File: src/rtl/cra_pkg.sv
package cra_pkg;
  localparam int FIELD_W_DEF    = 7;
  localparam int NUM_FIELDS_DEF = 5;
  localparam int CTRL_EN_BIT    = 0;
  localparam int CTRL_IRQ_BIT   = 1;
  localparam int CTRL_BKUP_BIT  = 2;
  localparam int CTRL_W         = 3;
endpackage

File: src/rtl/cra_regs.sv
module cra_regs #(
  parameter int FIELD_W    = cra_pkg::FIELD_W_DEF,
  parameter int NUM_FIELDS = cra_pkg::NUM_FIELDS_DEF,
  parameter int ADDR_W     = $clog2(NUM_FIELDS + 2),
  localparam int BYTE_W    = FIELD_W + 1
) (
  input  logic                                 clk,
  input  logic                                 rst,
  input  logic                                 wr_en,
  input  logic                                 rd_en,
  input  logic [ADDR_W-1:0]                    addr,
  input  logic [BYTE_W-1:0]                    wdata,
  input  logic                                 flag,
  output logic [cra_pkg::CTRL_W-1:0]           ctrl,
  output logic [NUM_FIELDS-1:0][FIELD_W-1:0]   tgt_val,
  output logic [NUM_FIELDS-1:0]                rpt,
  output logic [BYTE_W-1:0]                    rdata
);
  localparam logic [ADDR_W-1:0] ADDR_CTRL  = '0;
  localparam logic [ADDR_W-1:0] ADDR_FLAGS = ADDR_W'(NUM_FIELDS + 1);

  logic [NUM_FIELDS-1:0][BYTE_W-1:0] bytes_all;

  always_ff @(posedge clk) begin
    if (rst) ctrl <= '0;
    else if (wr_en && addr == ADDR_CTRL) ctrl <= wdata[cra_pkg::CTRL_W-1:0];
  end

  for (genvar g = 0; g < NUM_FIELDS; g++) begin : g_byte
    logic [BYTE_W-1:0] byte_q;
    always_ff @(posedge clk) begin
      if (rst) byte_q <= '0;
      else if (wr_en && addr == ADDR_W'(g + 1)) byte_q <= wdata;
    end
    assign bytes_all[g] = byte_q;
    assign tgt_val[g]   = byte_q[FIELD_W-1:0];
    assign rpt[g]       = byte_q[BYTE_W-1];
  end

  always_ff @(posedge clk) begin
    if (rst) begin
      rdata <= '0;
    end else if (rd_en) begin
      rdata <= '0;
      if (addr == ADDR_CTRL) rdata <= BYTE_W'(ctrl);
      if (addr == ADDR_FLAGS) rdata <= BYTE_W'(flag);
      for (int i = 0; i < NUM_FIELDS; i++) begin
        if (addr == ADDR_W'(i + 1)) rdata <= bytes_all[i];
      end
    end
  end
endmodule

File: src/rtl/cra_match.sv
module cra_match #(
  parameter int FIELD_W    = cra_pkg::FIELD_W_DEF,
  parameter int NUM_FIELDS = cra_pkg::NUM_FIELDS_DEF
) (
  input  logic [NUM_FIELDS-1:0][FIELD_W-1:0] tgt_val,
  input  logic [NUM_FIELDS-1:0]              rpt,
  input  logic [NUM_FIELDS*FIELD_W-1:0]      cur_time,
  output logic                               hit
);
  logic [NUM_FIELDS-1:0] masked;
  logic [NUM_FIELDS-1:0] agree;

  // A field is ignored when its own repeat bit or any lower one is set,
  // which rounds odd codes toward the listed code with fewer compares.
  for (genvar g = 0; g < NUM_FIELDS; g++) begin : g_cmp
    if (g == 0) begin : g_first
      assign masked[g] = rpt[g];
    end else begin : g_rest
      assign masked[g] = rpt[g] | masked[g-1];
    end
    assign agree[g] = masked[g] || (cur_time[g*FIELD_W +: FIELD_W] == tgt_val[g]);
  end

  assign hit = &agree;
endmodule

File: src/rtl/cra_flag.sv
module cra_flag (
  input  logic clk,
  input  logic rst,
  input  logic sec_tick,
  input  logic alarm_en,
  input  logic hit,
  input  logic clr_req,
  input  logic irq_en,
  input  logic bkup_en,
  input  logic on_backup,
  output logic flag,
  output logic irq
);
  logic set_now;
  logic flag_n;

  assign set_now = sec_tick && alarm_en && hit;
  assign flag_n  = set_now || (flag && !clr_req);

  always_ff @(posedge clk) begin
    if (rst) begin
      flag <= 1'b0;
      irq  <= 1'b0;
    end else begin
      flag <= flag_n;
      irq  <= flag_n && irq_en && (!on_backup || bkup_en);
    end
  end
endmodule

File: src/rtl/cal_repeat_alarm.sv
module cal_repeat_alarm #(
  parameter int FIELD_W    = cra_pkg::FIELD_W_DEF,
  parameter int NUM_FIELDS = cra_pkg::NUM_FIELDS_DEF,
  localparam int ADDR_W    = $clog2(NUM_FIELDS + 2),
  localparam int BYTE_W    = FIELD_W + 1
) (
  input  logic                          clk,
  input  logic                          rst,
  input  logic                          wr_en,
  input  logic                          rd_en,
  input  logic [ADDR_W-1:0]             addr,
  input  logic [BYTE_W-1:0]             wdata,
  output logic [BYTE_W-1:0]             rdata,
  input  logic [NUM_FIELDS*FIELD_W-1:0] cur_time,
  input  logic                          sec_tick,
  input  logic                          on_backup,
  output logic                          irq
);
  logic [cra_pkg::CTRL_W-1:0]          ctrl;
  logic [NUM_FIELDS-1:0][FIELD_W-1:0]  tgt_val;
  logic [NUM_FIELDS-1:0]               rpt;
  logic                                hit;
  logic                                alarm_flag;
  logic                                clr_req;

  assign clr_req = rd_en && (addr == ADDR_W'(NUM_FIELDS + 1));

  cra_regs #(.FIELD_W(FIELD_W), .NUM_FIELDS(NUM_FIELDS), .ADDR_W(ADDR_W)) u_regs (
    .clk(clk), .rst(rst), .wr_en(wr_en), .rd_en(rd_en), .addr(addr),
    .wdata(wdata), .flag(alarm_flag), .ctrl(ctrl), .tgt_val(tgt_val),
    .rpt(rpt), .rdata(rdata)
  );

  cra_match #(.FIELD_W(FIELD_W), .NUM_FIELDS(NUM_FIELDS)) u_match (
    .tgt_val(tgt_val), .rpt(rpt), .cur_time(cur_time), .hit(hit)
  );

  cra_flag u_flag (
    .clk(clk), .rst(rst), .sec_tick(sec_tick),
    .alarm_en(ctrl[cra_pkg::CTRL_EN_BIT]), .hit(hit), .clr_req(clr_req),
    .irq_en(ctrl[cra_pkg::CTRL_IRQ_BIT]), .bkup_en(ctrl[cra_pkg::CTRL_BKUP_BIT]),
    .on_backup(on_backup), .flag(alarm_flag), .irq(irq)
  );
endmodule

File: config.mk
export PLATFORM = sky130hd
export DESIGN_NAME = cal_repeat_alarm
export DESIGN_NICKNAME = d
export VERILOG_FILES = /design/src/rtl/cra_pkg.sv /design/src/rtl/cra_regs.sv /design/src/rtl/cra_match.sv /design/src/rtl/cra_flag.sv /design/src/rtl/cal_repeat_alarm.sv
export SDC_FILE = /design/constraint.sdc
export NUM_CORES = 1
export LEC_CHECK = 0
export BUFFER_PORTS_ARGS = -buffer_cell sky130_fd_sc_hd__buf_2
export CORE_UTILIZATION = 50
export DETAILED_ROUTE_END_ITERATION = 10
export HOLD_SLACK_MARGIN = 0.02
export PLACE_DENSITY = 0.79
export SLEW_MARGIN = 30
export SYNTH_ARGS = -nofsm -noshare
export SYNTH_HDL_FRONTEND = slang
export SYNTH_SLANG_ARGS = --single-unit
export TNS_END_PERCENT = 100
File: constraint.sdc
create_clock -name clk -period 3.75 [get_ports clk]
set_clock_uncertainty 0.15 [all_clocks]
set_input_delay 0.375 -clock clk [delete_from_list [all_inputs] [get_ports clk]]
set_output_delay 0.375 -clock clk [all_outputs]
set_load 0.1 [all_outputs]
==> results by group, run 1 <==
Status
  – Status: finished clean

Floorplanning
  – Die area: roughly 0.0057 mm2
  – Die width: 75.7 um
  – Core ar.: a little over 0.005 mm2
  – Row cnt: 26
  – Starting Density: a little over half
  – Chip Height: roughly 76 um
  – # IOs: 61

Critical path
  – CP Class: reg -> reg
  – Max FO, Critical Path: 3
  – Critical Path End Type: flop
  – Req. time, crit path: 3840 ps
  – Slowest library cell on the worst path: nor4_1
  – CP Cell Sequence: xor2_1 -> nor4_1 -> nand4_1 -> o2111a_1 -> nor3_2
  – Startpoint types: flop
  – CP peak stage delay: 480 ps
  – Arrival time worst endpoint: 1960 ps

Route
  – Total number of vias: 2,423
  – Vias per cell: 5.61
  – Detailed-route wire length per cell: 16.6 um
  – DRT Pass-1 Iters: 4
  – Remaining DRCs: 0
  – Remaining antenna violation count after routing: 0
  – DRT iter0 DRCs: 149
  – Drt total wl: about 7.2 mm

Clock tree
  – CTS max path bufs: 2
  – Clock Sinks: 53
  – # Post-CTS Setup Buffers: 0
  – CTS clock-pin slew for the worst setup and hold paths: 90 ps
  – Post_cts resized: 0
  – Worst skew pair latency: around 300 ps
  – TritonCTS clock tree: done
  – Clock Tree Root: clkbuf_8
  – CTS Buf Count: 5
  – CTS hold repair buffers: 0
  – H-tree depth: 2

Cells and area
  – Fill cell count: 472
  – Ratio of cells with drive above 1 in the final layout: 22.9%
  – # diodes: 0
  – Area Overhead vs Synth: 14.8%
  – Layout Cells excl Fill: 432
  – Post-layout util: between 60% and 70%
  – Nets: 414

Global routing
  – Vias in the first global route: 2,257
  – Largest net degree at the start of global routing: 30
  – GRT Util Overall: a little over a quarter
  – Grt total ovfl: 0
  – First-pass GRT wire length: roughly 11 mm
  – Initial antenna violation count: 0

Synth
  – Mapped Cells: 311
  – Flops & latches, synth: 53
  – Synth cell types: 38
  – Register area share after synthesis: 39.1%
  – Syn nets: 363
  – Synthesized cell area: 0.00272 mm2
  – Synth warn: 0
  – Synth Area per Inst: 8.73 um2

Power and ir drop
  – Leakage: around 1.2 nW
  – Max IR drop VDD: approximately 0.17 mV
  – Cell Pwr Density: 349 mW/mm2

STA
  – Final setup TNS: 0 ps
  – Slew headroom: about three fifths
  – Slew @ Worst Pin: about 610 ps
  – # setup viols final: 0
  – Minimum clock period: 1870 ps
  – Max-slew violations: 0
  – RSZ-0062 raised after global routing: no
  – Fmax: roughly 0.54 GHz
  – Period utilization: 49.8%
  – Final hold violations: 0

Placed design
  – Hpwl dp: 5.44 mm
  – Placed insts: around 430
  – Gpl congestion: 0.913
  – Port-buffer cells: 60

Flow run
  – Max-Cap Viols: 0

Hold path
  – HP Class: in -> reg
## metrics by stage
stage / cell area (um2) / setup WS [ps] / power (W) / hold WS, ps
2_1_floorplan: 2720 / 2120 / 0.000718 / 296
3_3_place_gp: 3030 / 1740 / 0.000776 / 307
3_5_place_dp: 3030 / 1730 / 0.000778 / 318
4_1_cts: 3120 / 1920 / 0.00109 / 208
5_1_grt: 3120 / 1830 / 0.00113 / 208
6_report: 3120 / 1880 / 0.00109 / 209
## state kept, by name, summed over array words and instances (netlist names)
signal                flops
u_regs.g_byte.byte_q     40
u_regs.rdata              8
u_flag.flag               1
u_flag.irq                1
u_regs.ctrl               3
## worst max-delay path: cells and delay by family, from the launching register on
kind	cells	cell delay [ps]
simple gates	3	810
xor+xnor	1	170
flops	1	370
compound gates	1	300
## layout make-up
type                       instances  area [um2]  share of cell area [%]
clock buffer                       7        86.3                    2.77
inverter                           3        11.3                   0.361
tap                               70        87.6                    2.81
sequential                        53        1060                    34.0
timing repair buffer              62         315                    10.1
multi-input combinational        237        1560                    49.9
## final timing paths
kind         slack (ps)  cells past startpoint                    endpoint                  startpoint
max reg2reg        1880                      5                  u_flag.irq  u_regs.g_byte[3].byte_q[0]
max                1880                      5                  u_flag.irq  u_regs.g_byte[3].byte_q[0]
min                 210                      3  u_regs.g_byte[2].byte_q[5]                    wdata[5]
min reg2reg         330                      2             u_regs.rdata[0]             u_regs.rdata[0]
## synth_stat cells (all sizes together)
cell type / n / share of area (%)
a211oi: 1 / 0.28
o21ai: 10 / 1.8
buf: 7 / 1.7
a41oi: 1 / 0.32
o311ai: 1 / 0.32
clkbuf: 11 / 1.5
o211ai: 2 / 0.55
and2b: 2 / 0.55
nor3: 6 / 1.9
nand2b: 3 / 0.97
o2111a: 1 / 0.41
nand3: 2 / 0.37
and3: 1 / 0.23
nor4: 3 / 1.2
xnor2: 14 / 4.5
dfxtp: 53 / 39
or2: 2 / 0.46
o41ai: 1 / 0.32
mux2: 6 / 2.5
mux4: 2 / 1.7
xor2: 21 / 6.8
a22oi: 8 / 2.2
nor2b: 1 / 0.23
nor2: 32 / 4.4
a21oi: 25 / 4.6
nor3b: 1 / 0.28
nand4b: 2 / 0.64
nand2: 53 / 7.3
nand4: 4 / 0.92
and3b: 1 / 0.32
o221ai: 5 / 1.6
inv: 3 / 0.41
mux2i: 26 / 9.6
## layer usage
| metal | GRT usage, % | wire length [um] | share of wire [%] | up-vias |
|---|---|---|---|---|
| met1 | 36.1 | 3160 | 44 | 1121 |
| met3 | 5.56 | 460 | 6.4 | 22 |
| met2 | 42.8 | 3330 | 47 | 106 |
| met4 | 12.8 | 204 | 2.9 | 0 |
| met5 | 0 | 0 | 0 | - |
| li1 | - | - | - | 1174 |
## placed cells by master (no fill, tap or decap), drive strengths merged, types with 2 or more instances in the layout
master | Yosys | final
or2 | 2 | 2
and2b | 2 | 2
nand3 | 2 | 2
xnor2 | 14 | 14
nand2 | 53 | 53
nor4 | 3 | 3
o211ai | 2 | 2
a21oi | 25 | 25
xor2 | 21 | 21
mux2i | 26 | 26
o21ai | 10 | 10
clkbuf | 11 | 7
nand4 | 4 | 4
mux4 | 2 | 2
mux2 | 6 | 6
nand4b | 2 | 2
nor2 | 32 | 32
nor3 | 6 | 6
nand2b | 3 | 3
dfxtp | 53 | 53
inv | 3 | 3
o221ai | 5 | 5
a22oi | 8 | 8
buf | 7 | 62
## where the power goes
| part | internal [W] | switching [W] | leakage [nW] |
|---|---|---|---|
| sequential | 0.000577 | 0.0000130 | 0.430 |
| clock | 0.000147 | 0.000177 | 0.0443 |
| combinational | 0.0000631 | 0.000114 | 0.751 |
| total | 0.000787 | 0.000303 | 1.22 |
## kinds of logic after synthesis
| logic type | after synthesis | share of synthesized area (%) |
|---|---|---|
| AND/OR/NAND/NOR | 113 | 19.9 |
| AO/OA/AOI/OAI | 55 | 12.5 |
| XOR/XNOR | 35 | 11.3 |
| multiplexers | 34 | 13.7 |
| buffers and inverters | 21 | 3.59 |
| flip-flops | 53 | 39.1 |
No activity file was read; power rests on OpenSTA's default activity.
==> run 2: changes to the inputs <==
--- a/config.mk
+++ b/config.mk
@@ -6,10 +6,10 @@
 export NUM_CORES = 1
 export LEC_CHECK = 0
 export BUFFER_PORTS_ARGS = -buffer_cell sky130_fd_sc_hd__buf_2
-export CORE_UTILIZATION = 50
+export CORE_UTILIZATION = 49
 export DETAILED_ROUTE_END_ITERATION = 10
 export HOLD_SLACK_MARGIN = 0.02
-export PLACE_DENSITY = 0.79
+export PLACE_DENSITY = 0.8
 export SLEW_MARGIN = 30
 export SYNTH_ARGS = -nofsm -noshare
 export SYNTH_HDL_FRONTEND = slang
==> constraint.sdc (replaced) <==
create_clock -name clk -period 1.7 [get_ports clk]
set_clock_uncertainty 0.15 [all_clocks]
set_input_delay 0.17 -clock clk [delete_from_list [all_inputs] [get_ports clk]]
set_output_delay 0.17 -clock clk [all_outputs]
set_load 0.1 [all_outputs]
==> results by group, run 2 (same netlist as run 1, synthesis figures left out) <==
Cells and area
  – Largest regs: u_regs.g_byte.byte_q (40), u_regs.rdata (8), u_regs.ctrl (3) (unchanged)
  – Leading cell type in the layout, fill and taps excluded: buf_2 (unchanged)
  – # diodes: 0 (unchanged)
  – Post-layout util: 64.0% (was 60.3%)
  – Ratio of cells with drive above 1 in the final layout: 28.2% (was 22.9%)
  – Most flops, register: u_regs.g_byte.byte_q (unchanged)
  – Commonest non-fill, non-tap cells in the layout: buf_2 (60), nand2_1 (53), dfxtp_1 (48) (was buf_2 (60), nand2_1 (53), dfxtp_1 (53))
  – Fill cell count: 455 (was 472)
  – Area Overhead vs Synth: 23.4% (was 14.8%)
  – Max reg flops: 40 (unchanged)
  – Nets: 434 (was 414)

Floorplanning
  – Starting Density: 51.9% (was 52.5%)
  – Die area: 0.00585 mm2 (was 0.00573 mm2)
  – Chip Height: 76.5 um (was 75.7 um)
  – # IOs: 61 (unchanged)
  – Core ar.: 0.00524 mm2 (was 0.00517 mm2)
  – Die width: 76.5 um (was 75.7 um)
  – Row cnt: 26 (unchanged)

Clock tree
  – Clock Tree Root: clkbuf_8 (unchanged)
  – Worst skew pair latency: 320 ps (was 300 ps)
  – CTS clock-pin slew for the worst setup and hold paths: 90 ps (about the same)
  – CTS max path bufs: 2 (unchanged)
  – TritonCTS clock tree: done (unchanged)
  – Clock Sinks: 53 (unchanged)
  – CTS Buf Count: 5 (unchanged)
  – H-tree depth: 2 (unchanged)

STA
  – Minimum clock period: 1610 ps (was 1870 ps)
  – Period utilization: 94.9% (was 49.8%)
  – Slew @ Worst Pin: 515 ps (was 606 ps)
  – Fmax: 0.620 GHz (was 0.535 GHz)
  – Max-slew violations: 0 (unchanged)
  – WHS: 22.2 ps (was 209 ps)
  – Slew headroom: 65.6% (was 59.5%)
  – # setup viols final: 0 (unchanged)
  – Final WS setup: 86.9 ps (was 1880 ps)
  – Final hold violations: 0 (unchanged)
  – Final setup TNS: 0 ps (unchanged)
  – RSZ-0062 raised after global routing: yes (was no)

Flow run
  – Max-Cap Viols: 0 (unchanged)

Placed design
  – Worst slack at placement: -160 ps (was 1730 ps)
  – Port-buffer cells: 60 (unchanged)
  – Gpl congestion: 0.932 (was 0.913)
  – Hpwl dp: 5.66 mm (was 5.44 mm)

Critical path
  – Startpoint types: flop (unchanged)
  – Worst Reg-to-Reg Cells: 5 (unchanged)
  – CP Class: reg -> reg (unchanged)
  – Max FO, Critical Path: 3 (unchanged)
  – Critical Path End Type: flop (unchanged)
  – Arrival time worst endpoint: 1710 ps (was 1960 ps)
  – Req. time, crit path: 1800 ps (was 3840 ps)

Power and ir drop
  – Tot Pwr: 0.00264 W (was 0.00109 W)
  – Leakage: 1.34 nW (was 1.22 nW)
  – Cell Pwr Density: 788 mW/mm2 (was 349 mW/mm2)
  – Max IR drop VDD: 0.582 mV (was 0.168 mV)

Global routing
  – GRT Util Overall: 27.7% (was 27.2%)
  – Largest net degree at the start of global routing: 39 (was 30)
  – Grt total ovfl: 0 (unchanged)
  – Vias in the first global route: 2,505 (was 2,257)
  – Initial antenna violation count: 1 (was 0)
  – First-pass GRT wire length: 12.5 mm (was 11.4 mm)

Route
  – Detailed-route wire length per cell: 16.9 um (was 16.6 um)
  – DRT iter0 DRCs: 275 (was 149)
  – Drt total wl: 7.66 mm (was 7.15 mm)
  – Total number of vias: 2,558 (was 2,423)
  – Remaining DRCs: 0 (unchanged)
  – Remaining antenna violation count after routing: 0 (unchanged)
  – DRT Pass-1 Iters: 4 (unchanged)
  – Vias per cell: 5.65 (was 5.61)

Hold path
  – Hold depth: 3 (unchanged)
  – HP Class: in -> reg (unchanged)

Status
  – Status: finished clean (unchanged)
run 2: repair_timing:
action / CTS / global route
endpoints found under the hold margin: 16 / 0
hold buffers: 6 / 0
pin swaps: 6 / 2
resized for setup: 6 / 4
setup buffers: 2 / 0
setup endpoints to repair: 2 / 2
run 2: layer usage:
layer	share of wire [%]	up-vias	track usage, %
met1	42	1226	35.2
met4	2.8	0	10.8
met3	8.0	18	6.11
met5	0	-	0
li1	-	1211	-
met2	47	103	45.8
run 2: path summary, 6_finish.rpt:
| kind | start | to | slack [ps] |
|---|---|---|---|
| setup / recovery | u_regs.g_byte[3].byte_q[3] | u_flag.irq | 90 |
| hold / removal | wdata[1] | u_regs.g_byte[4].byte_q[1] | 20 |
| setup reg to reg | u_regs.g_byte[3].byte_q[3] | u_flag.irq | 90 |
| hold reg to reg | u_regs.g_byte[2].byte_q[7] | u_regs.g_byte[2].byte_q[7] | 330 |
run 2: worst max-delay path, cell delays in order (launching register included):
cell and delay, ps:
dfxtp_2 350, xor2_1 160, nor4_2 350, nand4_1 150, o2111a_1 280, nor3_2 100
run 2: cell type report:
type / instances / area (um2) / area share [%]
tap: 70 / 87.6 / 2.61
inverter: 3 / 11.3 / 0.336
multi-input combinational: 237 / 1590 / 47.4
clock inverter: 1 / 30.0 / 0.896
timing repair buffer: 82 / 480 / 14.3
sequential: 53 / 1070 / 31.8
clock buffer: 7 / 86.3 / 2.57
run 2: metrics by stage:
step | area (um2) | std cells
after floorplan | 2720 | 311
after global placement | 3120 | 437
after detailed placement | 3120 | 437
after CTS | 3340 | 453
after global routing | 3350 | 453
final | 3350 | 453
run 2: where the power goes:
part | switching (W) | internal, W
clock network | 0.000423 | 0.000481
logic | 0.000270 | 0.000166
registers | 0.0000288 | 0.00127
